===== config.mk =====
export PLATFORM = sky130hd
export DESIGN_NAME = sec_countdown_alarm
export DESIGN_NICKNAME = d
export VERILOG_FILES = /design/src/rtl/alarm_pkg.sv /design/src/rtl/alarm_ctrl.sv /design/src/rtl/alarm_datapath.sv /design/src/rtl/sec_countdown_alarm.sv
export SDC_FILE = /design/constraint.sdc
export NUM_CORES = 1
export LEC_CHECK = 0
export ABC_AREA = 1
export CORE_UTILIZATION = 30
export DETAILED_ROUTE_END_ITERATION = 16
export HOLD_SLACK_MARGIN = 0.05
export PLACE_DENSITY = 0.54
export SYNTH_ARGS = -nofsm -noshare
export SYNTH_HDL_FRONTEND = slang
export SYNTH_SLANG_ARGS = --single-unit

===== constraint.sdc =====
create_clock -name clk -period 4.4 [get_ports clk]
set_clock_uncertainty 0.1 [all_clocks]
set_input_delay 0.88 -clock clk [delete_from_list [all_inputs] [get_ports clk]]
set_output_delay 0.88 -clock clk [all_outputs]
set_load 0.05 [all_outputs]

===== src/rtl/alarm_pkg.sv =====
package alarm_pkg;
  localparam int ADDR_W = 8;

  // Register byte offsets (software decodes these)
  localparam logic [ADDR_W-1:0] OFF_LOAD      = 8'h20;
  localparam logic [ADDR_W-1:0] OFF_COUNT     = 8'h24;
  localparam logic [ADDR_W-1:0] OFF_CNT_EN    = 8'h28;
  localparam logic [ADDR_W-1:0] OFF_IRQ_EN    = 8'h2C;
  localparam logic [ADDR_W-1:0] OFF_PEND      = 8'h30;
  localparam logic [ADDR_W-1:0] OFF_WK_EN     = 8'h44;
  localparam logic [ADDR_W-1:0] OFF_WK_IRQ_EN = 8'h48;
  localparam logic [ADDR_W-1:0] OFF_WK_PEND   = 8'h4C;
  localparam logic [ADDR_W-1:0] OFF_WAKE      = 8'h50;

  // Index of each single-bit configuration register
  localparam int CFG_CNT_EN    = 0;
  localparam int CFG_IRQ_EN    = 1;
  localparam int CFG_WAKE      = 2;
  localparam int CFG_WK_EN     = 3;
  localparam int CFG_WK_IRQ_EN = 4;
  localparam int NUM_CFG       = 5;

  function automatic logic [ADDR_W-1:0] cfgOffset(input int idx);
    case (idx)
      CFG_CNT_EN:    return OFF_CNT_EN;
      CFG_IRQ_EN:    return OFF_IRQ_EN;
      CFG_WAKE:      return OFF_WAKE;
      CFG_WK_EN:     return OFF_WK_EN;
      default:       return OFF_WK_IRQ_EN;
    endcase
  endfunction

  // Strobes the control half hands to the datapath
  typedef struct packed {
    logic loadWr;     // new load value on wdata
    logic pendClr;    // write-one-to-clear of countdown pending
    logic wkPendClr;  // write-one-to-clear of weekly pending
  } alarmStrobe_t;
endpackage


===== src/rtl/alarm_ctrl.sv =====
module alarm_ctrl
  import alarm_pkg::*;
#(
  parameter int DATA_W = 32
) (
  input  logic              clk,
  input  logic              rstN,
  input  logic              wrEn,
  input  logic [ADDR_W-1:0] addr,
  input  logic [DATA_W-1:0] wdata,
  output alarmStrobe_t      strobe,
  output logic [NUM_CFG-1:0] cfgQ
);

  logic mappedHit;

  // One flop per configuration bit, each with its own decoded offset
  for (genvar gi = 0; gi < NUM_CFG; gi++) begin : g_cfg
    localparam logic [ADDR_W-1:0] MY_OFF = cfgOffset(gi);
    always_ff @(posedge clk) begin
      if (!rstN) begin
        cfgQ[gi] <= 1'b0;
      end else if (wrEn && (addr == MY_OFF)) begin
        cfgQ[gi] <= wdata[0];
      end
    end
  end

  always_comb begin
    strobe           = '0;
    strobe.loadWr    = wrEn && (addr == OFF_LOAD);
    strobe.pendClr   = wrEn && (addr == OFF_PEND) && wdata[0];
    strobe.wkPendClr = wrEn && (addr == OFF_WK_PEND) && wdata[0];
  end

  always_comb begin
    mappedHit = 1'b0;
    for (int i = 0; i < NUM_CFG; i++) begin
      if (addr == cfgOffset(i)) mappedHit = 1'b1;
    end
  end

  AST_UNMAPPED_NO_CFG: assert property (@(posedge clk) disable iff (!rstN)
    (wrEn && !mappedHit) |=> $stable(cfgQ));

endmodule


===== src/rtl/alarm_datapath.sv =====
module alarm_datapath
  import alarm_pkg::*;
#(
  parameter int DATA_W = 32
) (
  input  logic              clk,
  input  logic              rstN,
  input  logic              tick,
  input  logic              weekMatch,
  input  alarmStrobe_t      strobe,
  input  logic [DATA_W-1:0] wdata,
  input  logic              cntEn,
  input  logic              wkEn,
  output logic [DATA_W-1:0] loadVal,
  output logic [DATA_W-1:0] curCount,
  output logic              cntPend,
  output logic              wkPend
);

  localparam logic [DATA_W-1:0] ONE = DATA_W'(1);

  logic stepDown;
  logic expire;
  logic wkSet;

  assign stepDown = tick && cntEn && (curCount != '0) && !strobe.loadWr;
  assign expire   = stepDown && (curCount == ONE);
  assign wkSet    = weekMatch && wkEn;

  always_ff @(posedge clk) begin
    if (!rstN) begin
      loadVal  <= '0;
      curCount <= '0;
    end else if (strobe.loadWr) begin
      loadVal  <= wdata;
      curCount <= wdata;
    end else if (stepDown) begin
      curCount <= curCount - ONE;
    end
  end

  // Set has priority over the write-one-to-clear
  always_ff @(posedge clk) begin
    if (!rstN) begin
      cntPend <= 1'b0;
    end else if (expire) begin
      cntPend <= 1'b1;
    end else if (strobe.pendClr) begin
      cntPend <= 1'b0;
    end
  end

  always_ff @(posedge clk) begin
    if (!rstN) begin
      wkPend <= 1'b0;
    end else if (wkSet) begin
      wkPend <= 1'b1;
    end else if (strobe.wkPendClr) begin
      wkPend <= 1'b0;
    end
  end

  AST_LOAD_TAKES_VALUE: assert property (@(posedge clk) disable iff (!rstN)
    strobe.loadWr |=> (curCount == $past(wdata)));
  AST_STEP_BY_ONE: assert property (@(posedge clk) disable iff (!rstN)
    (tick && cntEn && (curCount != '0) && !strobe.loadWr) |=> (curCount == $past(curCount) - ONE));
  AST_HOLD_NO_TICK: assert property (@(posedge clk) disable iff (!rstN)
    (!tick && !strobe.loadWr) |=> $stable(curCount));
  AST_ZERO_STICKY: assert property (@(posedge clk) disable iff (!rstN)
    ((curCount == '0) && !strobe.loadWr) |=> (curCount == '0));
  AST_EXPIRY_SETS: assert property (@(posedge clk) disable iff (!rstN)
    (tick && cntEn && (curCount == ONE) && !strobe.loadWr) |=> cntPend);
  AST_SET_BEATS_CLR: assert property (@(posedge clk) disable iff (!rstN)
    (expire && strobe.pendClr) |=> cntPend);
  AST_NO_SET_FROM_ZERO: assert property (@(posedge clk) disable iff (!rstN)
    (!cntPend && (curCount == '0) && !strobe.loadWr) |=> !cntPend);
  AST_WEEK_GATED: assert property (@(posedge clk) disable iff (!rstN)
    (!wkPend && !(weekMatch && wkEn)) |=> !wkPend);

endmodule


===== src/rtl/sec_countdown_alarm.sv =====
module sec_countdown_alarm
  import alarm_pkg::*;
#(
  parameter int DATA_W = 32
) (
  input  logic              clk,
  input  logic              rstN,
  input  logic              tick,
  input  logic              weekMatch,
  input  logic              wrEn,
  input  logic [7:0]        addr,
  input  logic [DATA_W-1:0] wdata,
  output logic [DATA_W-1:0] rdata,
  output logic              irq,
  output logic              wakeup
);

  alarmStrobe_t       strobe;
  logic [NUM_CFG-1:0] cfgQ;
  logic [DATA_W-1:0]  loadVal;
  logic [DATA_W-1:0]  curCount;
  logic               cntPend;
  logic               wkPend;

  alarm_ctrl #(.DATA_W(DATA_W)) u_ctrl (
    .clk    (clk),
    .rstN   (rstN),
    .wrEn   (wrEn),
    .addr   (addr),
    .wdata  (wdata),
    .strobe (strobe),
    .cfgQ   (cfgQ)
  );

  alarm_datapath #(.DATA_W(DATA_W)) u_dp (
    .clk       (clk),
    .rstN      (rstN),
    .tick      (tick),
    .weekMatch (weekMatch),
    .strobe    (strobe),
    .wdata     (wdata),
    .cntEn     (cfgQ[CFG_CNT_EN]),
    .wkEn      (cfgQ[CFG_WK_EN]),
    .loadVal   (loadVal),
    .curCount  (curCount),
    .cntPend   (cntPend),
    .wkPend    (wkPend)
  );

  always_comb begin
    rdata = '0;
    case (addr)
      OFF_LOAD:      rdata = loadVal;
      OFF_COUNT:     rdata = curCount;
      OFF_CNT_EN:    rdata[0] = cfgQ[CFG_CNT_EN];
      OFF_IRQ_EN:    rdata[0] = cfgQ[CFG_IRQ_EN];
      OFF_PEND:      rdata[0] = cntPend;
      OFF_WK_EN:     rdata[0] = cfgQ[CFG_WK_EN];
      OFF_WK_IRQ_EN: rdata[0] = cfgQ[CFG_WK_IRQ_EN];
      OFF_WK_PEND:   rdata[0] = wkPend;
      OFF_WAKE:      rdata[0] = cfgQ[CFG_WAKE];
      default:       rdata = '0;
    endcase
  end

  assign irq    = (cntPend && cfgQ[CFG_IRQ_EN]) || (wkPend && cfgQ[CFG_WK_IRQ_EN]);
  assign wakeup = cntPend && cfgQ[CFG_WAKE];

endmodule


# Yosys cells after proc, flatten, opt, wreduce, memory -nomap -nowiden
# Index checks and enable logic that the tools add are counted.
totals:
  register_bits: 71
  in_bits: 45
  output_inout_bits: 34
  elab_cells: 52
classes:
  n_addsub: 1
  n_eq_ne: 10
  muxes: 8
  n_reduce_logical: 24
ops:
  columns: ["op", "count"]
  rows:
  - ["two-way mux 32 bit", 2]
  - ["one-hot mux 31 bit (2 select lines)", 1]
  - ["equality test 8 x 6 -> 1 bit, second input constant", 5]
  - ["equality test 32 x 1 -> 1 bit, second input constant", 1]
  - ["equality test 8 x 7 -> 1 bit, second input constant", 4]
  - ["nonzero test 32 bit", 1]
  - ["subtractor 32 x 1 -> 32 bit, second input constant", 1]
  - ["logical AND 1 bit", 18]
  - ["one-hot mux 1 bit (9 select lines)", 1]
  - ["nonzero test 2 bit", 3]
  - ["two-way mux 1 bit", 4]
  - ["logical NOT 1 bit", 1]
  - ["logical OR 1 bit", 1]

# Depth between registers and ports, before layout
# Gate-level depths: netlist of the first run.
logic_depth:
  word_depth: 6
  mapped_depth: 14

# Hierarchy
# From an unflattened synthesis of the first run, not the netlist that was laid out.
unflattened:
  cells_unflattened: 792
  hier_area_um2: 4644.5
by_module_without_submodules:
  columns: ["module", "instances", "cells_each", "area_per_inst_um2", "seq_area_each_um2"]
  rows:
  - ["alarm_datapath", 1, 577, 3533.4, 1321.3]
  - ["sec_countdown_alarm", 1, 154, 742.0, 0.0]
  - ["alarm_ctrl", 1, 61, 369.1, 100.1]

# Worst setup path before layout of the first run
# OpenSTA, ideal clock, no wires.
synth_path:
  path_type: "input to output"
  from: "input addr[7]"
  to: "output rdata[10]"
  arrival_ns: 2.693
  required_time_ns: 3.420
  path_slack_ns: 0.727
  stages: 6
  path_buffers: 1
  cell_sequence: "nor2_1 nand2_1 nor4_1 inv_1 clkbuf_1 o21ai_0"
synth_between:
  elab_chain_cells: 2
  word_cells_on_any_way: 3
  classes_between: "eq/ne (2); mux (1)"
synth_rtl:
  columns: ["item", "line_no", "source"]
  rows:
  - ["start: declaration", "sec_countdown_alarm.sv:11", "input logic [7:0] addr,"]
  - ["equality test 8 x 6 -> 1 bit", "sec_countdown_alarm.sv:52", "case (addr)"]
  - ["one-hot mux 31 bit (2 select lines) *", "sec_countdown_alarm.sv:52", null]
  - ["end: declaration", "sec_countdown_alarm.sv:13", "output logic [DATA_W-1:0] rdata,"]
# Mark *: on every way between the ends. The rest lies on a longest branch, timed or not.

# Final worst setup path of the first run
layout_path:
  from: "input addr[5]"
  to: "output rdata[15]"
# The elaborated chain is that of the path after synthesis.

==> results_dict.tcl, run 1 <==
set metrics [dict create \
    status "complete, no violations" \
    first_pass_iters 5 \
    whs_ps 363 \
    synth.distinct_cells 30 \
    gp_congestion 0.869 \
    start_util_pct 31.0 \
    cts_max_level 3 \
    layout_min_cycle_time_ps 3720 \
    core_area_mm2 0.0140 \
    diodes 0 \
    syn_area_per_cell_um2 5.95 \
    p_leak_nw 2.49 \
    worstSetupPathType "in -> out" \
    hold_end "u_dp.loadVal[30]" \
    ys_seq_area_share_pct 32.8 \
    cts_root_buf "clkbuf_16" \
    p_switching_w 0.000335 \
    syn_to_final_growth_pct 34.3 \
    synth.largest_area_cell "dfxtp_1" \
    rows 43 \
    reg2reg_depth 10 \
    report.final.hold_viol_count 0 \
    path_clk_slew_ps 60 \
    clk_latency_ps 350 \
    cts.sinks 71 \
    antenna_found_initial 0 \
    async_reset_ff_share_pct 0 \
    cts_resized 0 \
    die_area_mm2 0.0149 \
    drive_above_1_share_pct 8.99 \
    r2r_slack_ps 1920 \
    synth.area.top_cells "dfxtp_1 (33%), nand2_1 (19%), nor2_1 (11%), inv_1 (5.9%), a21oi_1 (5.7%)" \
    drt_iter0_markers 225 \
    dp_cells 965 \
    end_kind "output port" \
    hp-class "reg -> reg" \
    cts.path.max_buffers 2 \
    placed_area_mm2 0.00553 \
    total_power_w 0.00148 \
    grt.total_usage_pct 20.5 \
    synth.net_count 775 \
    synth-seq-cells 71 \
    finalWirelength_um 14400 \
    grt_overflow 0 \
    fin_area_mm2 0.00582 \
    p_per_area_mw_per_mm2 255 \
    ys_warn_count 0 \
    rsz0062_at_grt "no" \
    vias 4726 \
    grt_first_pass_wirelength_um 23400 \
    synth_common_cells "nand2_1 (218), nor2_1 (127), dfxtp_1 (71), inv_1 (68), a21oi_1 (49)" \
    ctsHoldBuffers 0 \
    viasPerCell 4.82 \
    ant_nets 0 \
    hold_depth 2 \
    final_max_slew_viol_count 0 \
    numCtsBuffers 9 \
    max_cap_viol_count 0 \
    synth-edff-count 0 \
    hp-start "u_dp.loadVal[30]" \
    die_height_um 122 \
    layout.cells.non_filler 981 \
    worst_ep_arrival_time_ps 2740 \
    reg2reg_from "u_dp.curCount[1]" \
    cts_tree "yes" \
    ioPinCount 79 \
    synth_top_area_share_pct 32.8 \
    path_max_fanout 18 \
    start_kind "input port" \
    fin_crit_sh_pct 84.6 \
    reg2reg_to "u_dp.curCount[9]" \
    clkPwrFrac_pct 49.9 \
    post-dp-hpwl_um 10600 \
    fp.dieW_um 122 \
    routedWlPerCell_um 14.7 \
    fin_setup_tns_ps 0 \
    ys.flop_type "dfxtp_1" \
    syn_area_mm2 0.00433 \
    grt_max_degree 48 \
    sw_frac_of_total_pct 22.6 \
    worst_pin_slew_ps 750 \
    port_buffers 78 \
    relSlewSlack_pct 49.6 \
    setup_viol_count_final 0 \
    route.detailed.drc 0 \
    ir_drop_uv 135 \
    p_seq_share_pct 43.5 \
    yosys.cell_count.top_type "nand2_1" \
    cts_setup_buffers 0 \
    grt_pass1_vias 4605 \
    cp.required_ps 3420 \
    nets 843 \
    power_frac_comb_pct 6.6 \
    power.internal_w 0.00115 \
    netlist_instances 728 \
    fmax_ghz 0.269 \
]
worst max-delay path by stage:
stage,start,to,cells past startpoint
6_report,addr[5],rdata[15],9
4_1_cts,addr[5],rdata[19],9
5_1_grt,addr[5],rdata[21],9
2_1_floorplan,addr[7],rdata[10],6
3_3_place_gp,addr[5],rdata[10],9
3_5_place_dp,addr[5],rdata[2],9
cell usage in the layout, fill, tap and decap left out, types with 2 or more instances in the layout:
cell type        netlist  layout
buf_4                  1       8
clkdlybuf4s50_1        0      46
inv_1                 68      68
nor3_1                11      11
o22ai_1                2       2
xor2_1                 6       6
nand3_1               45      45
nor2_2                 8       8
a21oi_1               49      49
dfxtp_1               71      71
nand2_1              218     218
ha_1                   2       2
inv_2                  2       2
nand2_2                2       2
o21ai_0               47      47
nand2_4                3       3
clkbuf_16              0       9
nand4_1                8       8
clkbuf_1              12       3
o21ai_1               24      24
nor2_1               127     127
buf_12                 0      31
registers in the layout, summed over array words and instances (netlist names):
signal,flops
u_ctrl.cfgQ,5
u_dp.cntPend,1
u_dp.curCount,32
u_dp.loadVal,32
u_dp.wkPend,1
logic make-up after synthesis:
logic type	share of synthesized area [%]
xor+xnor	1.21
simple gates	40.3
flops	32.8
buf+inv	10.6
compound gates	14.5
fa+ha+maj	0.577
layout make-up:
cell class,count,area (µm²)
well taps,180,225
clock buffers,13,250
clock inverters,3,42.5
inverters,73,287
fillers,1508,8170
repair buffers,85,1140
multi-input cells,556,2450
flip-flops and latches,71,1420
per-stage QoR:
stage	utilization [%]	setup slack [ps]
5_1_grt	41.6	425
3_5_place_dp	39.5	678
3_3_place_gp	39.5	728
4_1_cts	41.6	673
2_1_floorplan	-	727
6_report	41.6	676
layer usage:
metal  vias to the layer above  routed length (µm)  global-route usage, %
met2                        99                6720                   35.0
met3                        21                 604                   3.00
met1                      2165                6730                   25.6
met4                         0                 321                   8.99
met5                         -                   0                      0
li1                       2441                   -                      -
power groups by stage:
stage / Combinational, W / Sequential, W / Clock [W]
3_5_place_dp: 0.0000988 / 0.000659 / 0
6_report: 0.0000982 / 0.000645 / 0.000739
3_3_place_gp: 0.0000982 / 0.000659 / 0
2_1_floorplan: 0.0000423 / 0.000659 / 0
4_1_cts: 0.0000995 / 0.000645 / 0.000754
5_1_grt: 0.000109 / 0.000645 / 0.000783
critical path, cell delays in order:
cell	delay (ps)
clkdlybuf4s50_1	520
inv_1	50
nor2_1	80
nand2_1	80
nor4_1	260
inv_1	100
buf_4	210
o21ai_0	350
buf_12	190
Note: power is estimated with default switching activity, not from simulation.
==> inputs of run 2 (changes only) <==
--- a/config.mk
+++ b/config.mk
@@ -9,7 +9,7 @@
 export CORE_UTILIZATION = 30
 export DETAILED_ROUTE_END_ITERATION = 16
 export HOLD_SLACK_MARGIN = 0.05
-export PLACE_DENSITY = 0.54
+export PLACE_DENSITY = 0.55
 export SYNTH_ARGS = -nofsm -noshare
 export SYNTH_HDL_FRONTEND = slang
 export SYNTH_SLANG_ARGS = --single-unit
==> constraint.sdc (replaced) <==
create_clock -name clk -period 3.3 [get_ports clk]
set_clock_uncertainty 0.1 [all_clocks]
set_input_delay 0.66 -clock clk [delete_from_list [all_inputs] [get_ports clk]]
set_output_delay 0.66 -clock clk [all_outputs]
set_load 0.05 [all_outputs]
==> run 2 against run 1 <==
Highest routed layer unchanged. Core utilization up 2.3 points. Final area up 5.6%. Critical path type unchanged. Total power up 29%. Sequential share of layout area down 1.3 points. Sequential power up 33%. Setup slack worse by 510 ps. Clock-buffer cell count up 3. Wire length down 5.1%. Global-route usage down 1.1 points. Non-clock buffer count up 35. Combinational power up 36%. Cell count up 3.6%.
==> results_dict.tcl, run 2 (synthesized netlist as in run 1, its figures left out) <==
set metrics [dict create \
    cts_max_level 3 \
    vias 4803 \
    cts.sinks 71 \
    setup_ws_ps 165 \
    antenna_found_initial 0 \
    cts_root_buf "clkbuf_16" \
    grt.total_usage_pct 19.5 \
    ioPinCount 79 \
    placed_area_mm2 0.00585 \
    drt_iter0_markers 292 \
    core_area_mm2 0.0140 \
    nets 878 \
    max_cap_viol_count 0 \
    rsz0062_at_grt "no" \
    top_regs "u_dp.curCount x32, u_dp.loadVal x32, u_ctrl.cfgQ x5" \
    top_layer_used "met4" \
    fin_area_mm2 0.00614 \
    seqCellArea_mm2 0.00142 \
    die_area_mm2 0.0149 \
    viasPerCell 4.73 \
    hp-class "reg -> reg" \
    grt_max_degree 45 \
    nFillCells 1529 \
    die_height_um 122 \
    cts.path.max_buffers 2 \
    clk_latency_ps 340 \
    start_kind "input port" \
    rows 43 \
    p_leak_nw 2.69 \
    status "complete, no violations" \
    grt_pass1_vias 4478 \
    worst_ep_arrival_time_ps 2370 \
    p_per_area_mw_per_mm2 311 \
    fin_setup_tns_ps 0 \
    grt_overflow 0 \
    path_max_fanout 31 \
    reg2reg_depth 10 \
    end_kind "output port" \
    first_pass_iters 5 \
    ctsHoldBuffers 0 \
    layout_min_cycle_time_ps 3130 \
    cp.required_ps 2540 \
    fin_crit_sh_pct 95.0 \
    ir_drop_uv 232 \
    report.final.hold_viol_count 0 \
    relSlewSlack_pct 51.3 \
    dr_wl_met3_um 701 \
    setup_viol_count_final 0 \
    post-dp-hpwl_um 9880 \
    finalWirelength_um 13600 \
    worstSetupPathType "in -> out" \
    final_max_slew_viol_count 0 \
    fmax_ghz 0.319 \
    route.detailed.drc 0 \
    path_clk_slew_ps 50 \
    worst_pin_slew_ps 725 \
    syn_to_final_growth_pct 41.7 \
    grt_first_pass_wirelength_um 22500 \
    dp_slack_ps 59.7 \
    hold_depth 2 \
    multi_input_area_mm2 0.00247 \
    numCtsBuffers 9 \
    gp_congestion 0.878 \
    cts_tree "yes" \
    wl_met2_um 6110 \
    ant_nets 0 \
    routedWlPerCell_um 13.4 \
    final_common_cell "nand2_1" \
    fp.dieW_um 122 \
    port_buffers 78 \
    drive_above_1_share_pct 12.8 \
    start_util_pct 31.0 \
    wl_met1_um 6650 \
    final_util_pct 43.9 \
    final_cell_mix "nand2_1 (218), nor2_1 (127), dfxtp_1 (71)" \
    diodes 0 \
]
run 2: cell count changes in the layout (fill, tap and decap cells not counted), sizes merged:
| cell | change |
|---|---|
| clkinvlp | -1 |
| buf | +35 |
| bufinv | -1 |
| clkinv | -1 |
| clkbuf | +3 |
run 2: power by group:
group          leakage [nW]  total (W)  internal, W  switching (W)
logic                  1.99   0.000134    0.0000687      0.0000658
clock network         0.131   0.000916     0.000552       0.000364
registers             0.572   0.000860     0.000859     0.00000146
run 2: per-stage QoR:
stage | std cells | total power (W) | hold slack [ps]
6_report | 1016 | 0.00191 | 362
3_5_place_dp | 1000 | 0.00101 | 353
3_3_place_gp | 1000 | 0.00101 | 353
4_1_cts | 1016 | 0.00192 | 361
2_1_floorplan | 728 | 0.000935 | 337
5_1_grt | 1016 | 0.00199 | 373
run 2: layout make-up:
| type | count | area share, % |
|---|---|---|
| Clock buffer | 16 | 4.42 |
| Tap cell | 180 | 3.67 |
| Multi-Input combinational cell | 556 | 40.2 |
| Inverter | 73 | 4.66 |
| Sequential cell | 71 | 23.1 |
| Timing Repair Buffer | 120 | 23.9 |
run 2: timing repair:
item	4_1_cts	5_1_grt
buffers inserted	0	0
setup endpoints to repair	0	31
gates resized for setup	0	5
run 2: critical path, cell delays in order:
cell and delay, ps:
clkdlybuf4s50_1 420, nor2_1 170, nand2_1 140, nor4_4 180
inv_1 110, buf_12 170, o21ai_0 220, buf_4 160
buf_12 120
run 2: path summary, 6_finish.rpt:
| path | startpoint | end | slack [ps] |
|---|---|---|---|
| max | addr[7] | rdata[31] | 170 |
| min reg2reg | u_dp.loadVal[28] | u_dp.loadVal[28] | 360 |
| min | u_dp.loadVal[28] | u_dp.loadVal[28] | 360 |
| max reg2reg | u_dp.curCount[0] | u_dp.curCount[6] | 980 |
run 2: routing by layer:
metal,GRT usage [%],up-vias
met5,0,-
met4,6.63,0
met3,2.95,12
li1,-,2508
met1,26.8,2156
met2,30.8,127
==> inputs of run 3 (changes only) <==
--- a/config.mk
+++ b/config.mk
@@ -10,6 +10,7 @@
 export DETAILED_ROUTE_END_ITERATION = 16
 export HOLD_SLACK_MARGIN = 0.05
 export PLACE_DENSITY = 0.55
+export REMOVE_ABC_BUFFERS = 1
 export SYNTH_ARGS = -nofsm -noshare
 export SYNTH_HDL_FRONTEND = slang
 export SYNTH_SLANG_ARGS = --single-unit
==> run 3 against run 2 <==
Combinational power about the same. Critical path depth decreased by 1. Critical endpoint is now rdata[8]. Die area unchanged. Worst hold slack improved by 1.4 ps. Sequential power about the same. Core utilization decreased by 0.063 points. Register-to-register slack improved by 40 ps. Wire length decreased by 2.3%. First-iteration DRC count decreased by 11%. Via count decreased by 0.85%.
==> results_dict.tcl, run 3 (synthesized netlist as in run 1, its figures left out) <==
set metrics [dict create \
    status "complete, no violations" \
    start_kind "input port" \
    cts.path.max_buffers 2 \
    layout_min_cycle_time_ps 3140 \
    cts_tree "yes" \
    final_common_cell "nand2_1" \
    vias 4762 \
    cts_root_buf "clkbuf_16" \
    p_leak_nw 2.70 \
    grt.total_usage_pct 18.9 \
    fp.dieW_um 122 \
    routedWlPerCell_um 13.1 \
    end_kind "output port" \
    layout.cells.non_filler 1015 \
    fin_crit_sh_pct 95.1 \
    path_max_fanout 31 \
    route.detailed.drc 0 \
    ant_nets 0 \
    cts_max_level 3 \
    drt_iter0_markers 260 \
    first_pass_iters 4 \
    top_regs "u_dp.curCount x32, u_dp.loadVal x32, u_ctrl.cfgQ x5" \
    fmax_ghz 0.319 \
    diodes 0 \
    port_buffers 78 \
    post-dp-hpwl_um 9660 \
    rows 43 \
    core_area_mm2 0.0140 \
    drive_above_1_share_pct 13.1 \
    antenna_found_initial 0 \
    relSlewSlack_pct 56.0 \
    whs_ps 364 \
    gp_congestion 0.853 \
    cts.sinks 71 \
    p_per_area_mw_per_mm2 305 \
    die_height_um 122 \
    worstSetupPathType "in -> out" \
    worst_ep_arrival_time_ps 2380 \
    report.final.hold_viol_count 0 \
    dp_cells 1002 \
    worst_pin_slew_ps 658 \
    die_area_mm2 0.0149 \
    nets 880 \
    finalWirelength_um 13300 \
    syn_to_final_growth_pct 41.5 \
    grt_overflow 0 \
    final_max_slew_viol_count 0 \
    grt_first_pass_wirelength_um 21900 \
    ctsHoldBuffers 0 \
    grt_pass1_vias 4321 \
    cp.required_ps 2540 \
    ioPinCount 79 \
    ir_drop_uv 165 \
    path_clk_slew_ps 50 \
    hp-class "reg -> reg" \
    numCtsBuffers 9 \
    setup_viol_count_final 0 \
    nFillCells 1507 \
    clk_latency_ps 340 \
    reg2reg_depth 10 \
    cts_setup_buffers 0 \
    grt_max_degree 38 \
    start_util_pct 31.0 \
    hold_depth 2 \
    final_cell_mix "nand2_1 (218), nor2_1 (127), dfxtp_1 (71)" \
    max_cap_viol_count 0 \
    viasPerCell 4.69 \
]
[run 3: changes by cell type in the layout (fill, tap and decap cells not counted), sizes merged]
cell	delta
buf	+2
clkinv	+2
clkbuf	-5
[run 3: report_power, final]
| part | switching, W | internal, W | total (W) |
|---|---|---|---|
| clock network | 0.000364 | 0.000514 | 0.000878 |
| logic | 0.0000656 | 0.0000690 | 0.000135 |
| registers | 0.00000145 | 0.000859 | 0.000860 |
[run 3: path summary, 6_finish.rpt]
check	from	endpoint	slack (ps)
setup / recovery	addr[7]	rdata[8]	160
hold reg to reg	u_dp.loadVal[31]	u_dp.loadVal[31]	360
hold / removal	u_dp.loadVal[31]	u_dp.loadVal[31]	360
setup reg to reg	u_dp.curCount[1]	u_dp.curCount[6]	1020
[run 3: timing repair]
item | in CTS | in global routing
gates resized for setup | 1 | 3
pin swaps | 0 | 0
endpoints found under the setup margin | 1 | 31
[run 3: worst max-delay path, stage by stage]
cell and delay [ps]:
clkdlybuf4s50_1 420, nor2_1 150, nand2_1 140, nor4_4 190, inv_1 120, buf_12 180, o21ai_0 310, buf_12 180
[run 3: area by class of cell]
cell class | count | area (µm²) | share of cell area (%)
multi-input cells | 556 | 2470 | 40.2
repair buffers | 122 | 1480 | 24.1
flip-flops and latches | 71 | 1420 | 23.2
inverters | 73 | 287 | 4.67
clock buffers | 11 | 243 | 3.96
well taps | 180 | 225 | 3.67
clock inverters | 2 | 10.0 | 0.163
[run 3: routing by layer]
metal,global-route usage (%),wire length (µm),vias to the layer above
li1,-,-,2515
met1,25.9,6500,2130
met2,30.0,5970,103
met3,3.18,632,14
met4,6.10,228,0
met5,0,0,-
[run 3: per-stage QoR]
| step | worst slack (ps) | util, % | TNS, ps | total power (W) | cell area, µm² |
|---|---|---|---|---|---|
| finish | 161 | 43.9 | 0 | 0.00187 | 6130 |
| global route | -3.19 | 43.9 | -3.19 | 0.00194 | 6130 |
| floorplan | -3.51 | - | -109 | 0.000928 | 4160 |
| detailed placement | 27.1 | 41.9 | 0 | 0.00101 | 5870 |
| CTS | 40.4 | 43.7 | 0 | 0.00189 | 6120 |
| global placement | 24.2 | 41.9 | 0 | 0.00101 | 5870 |
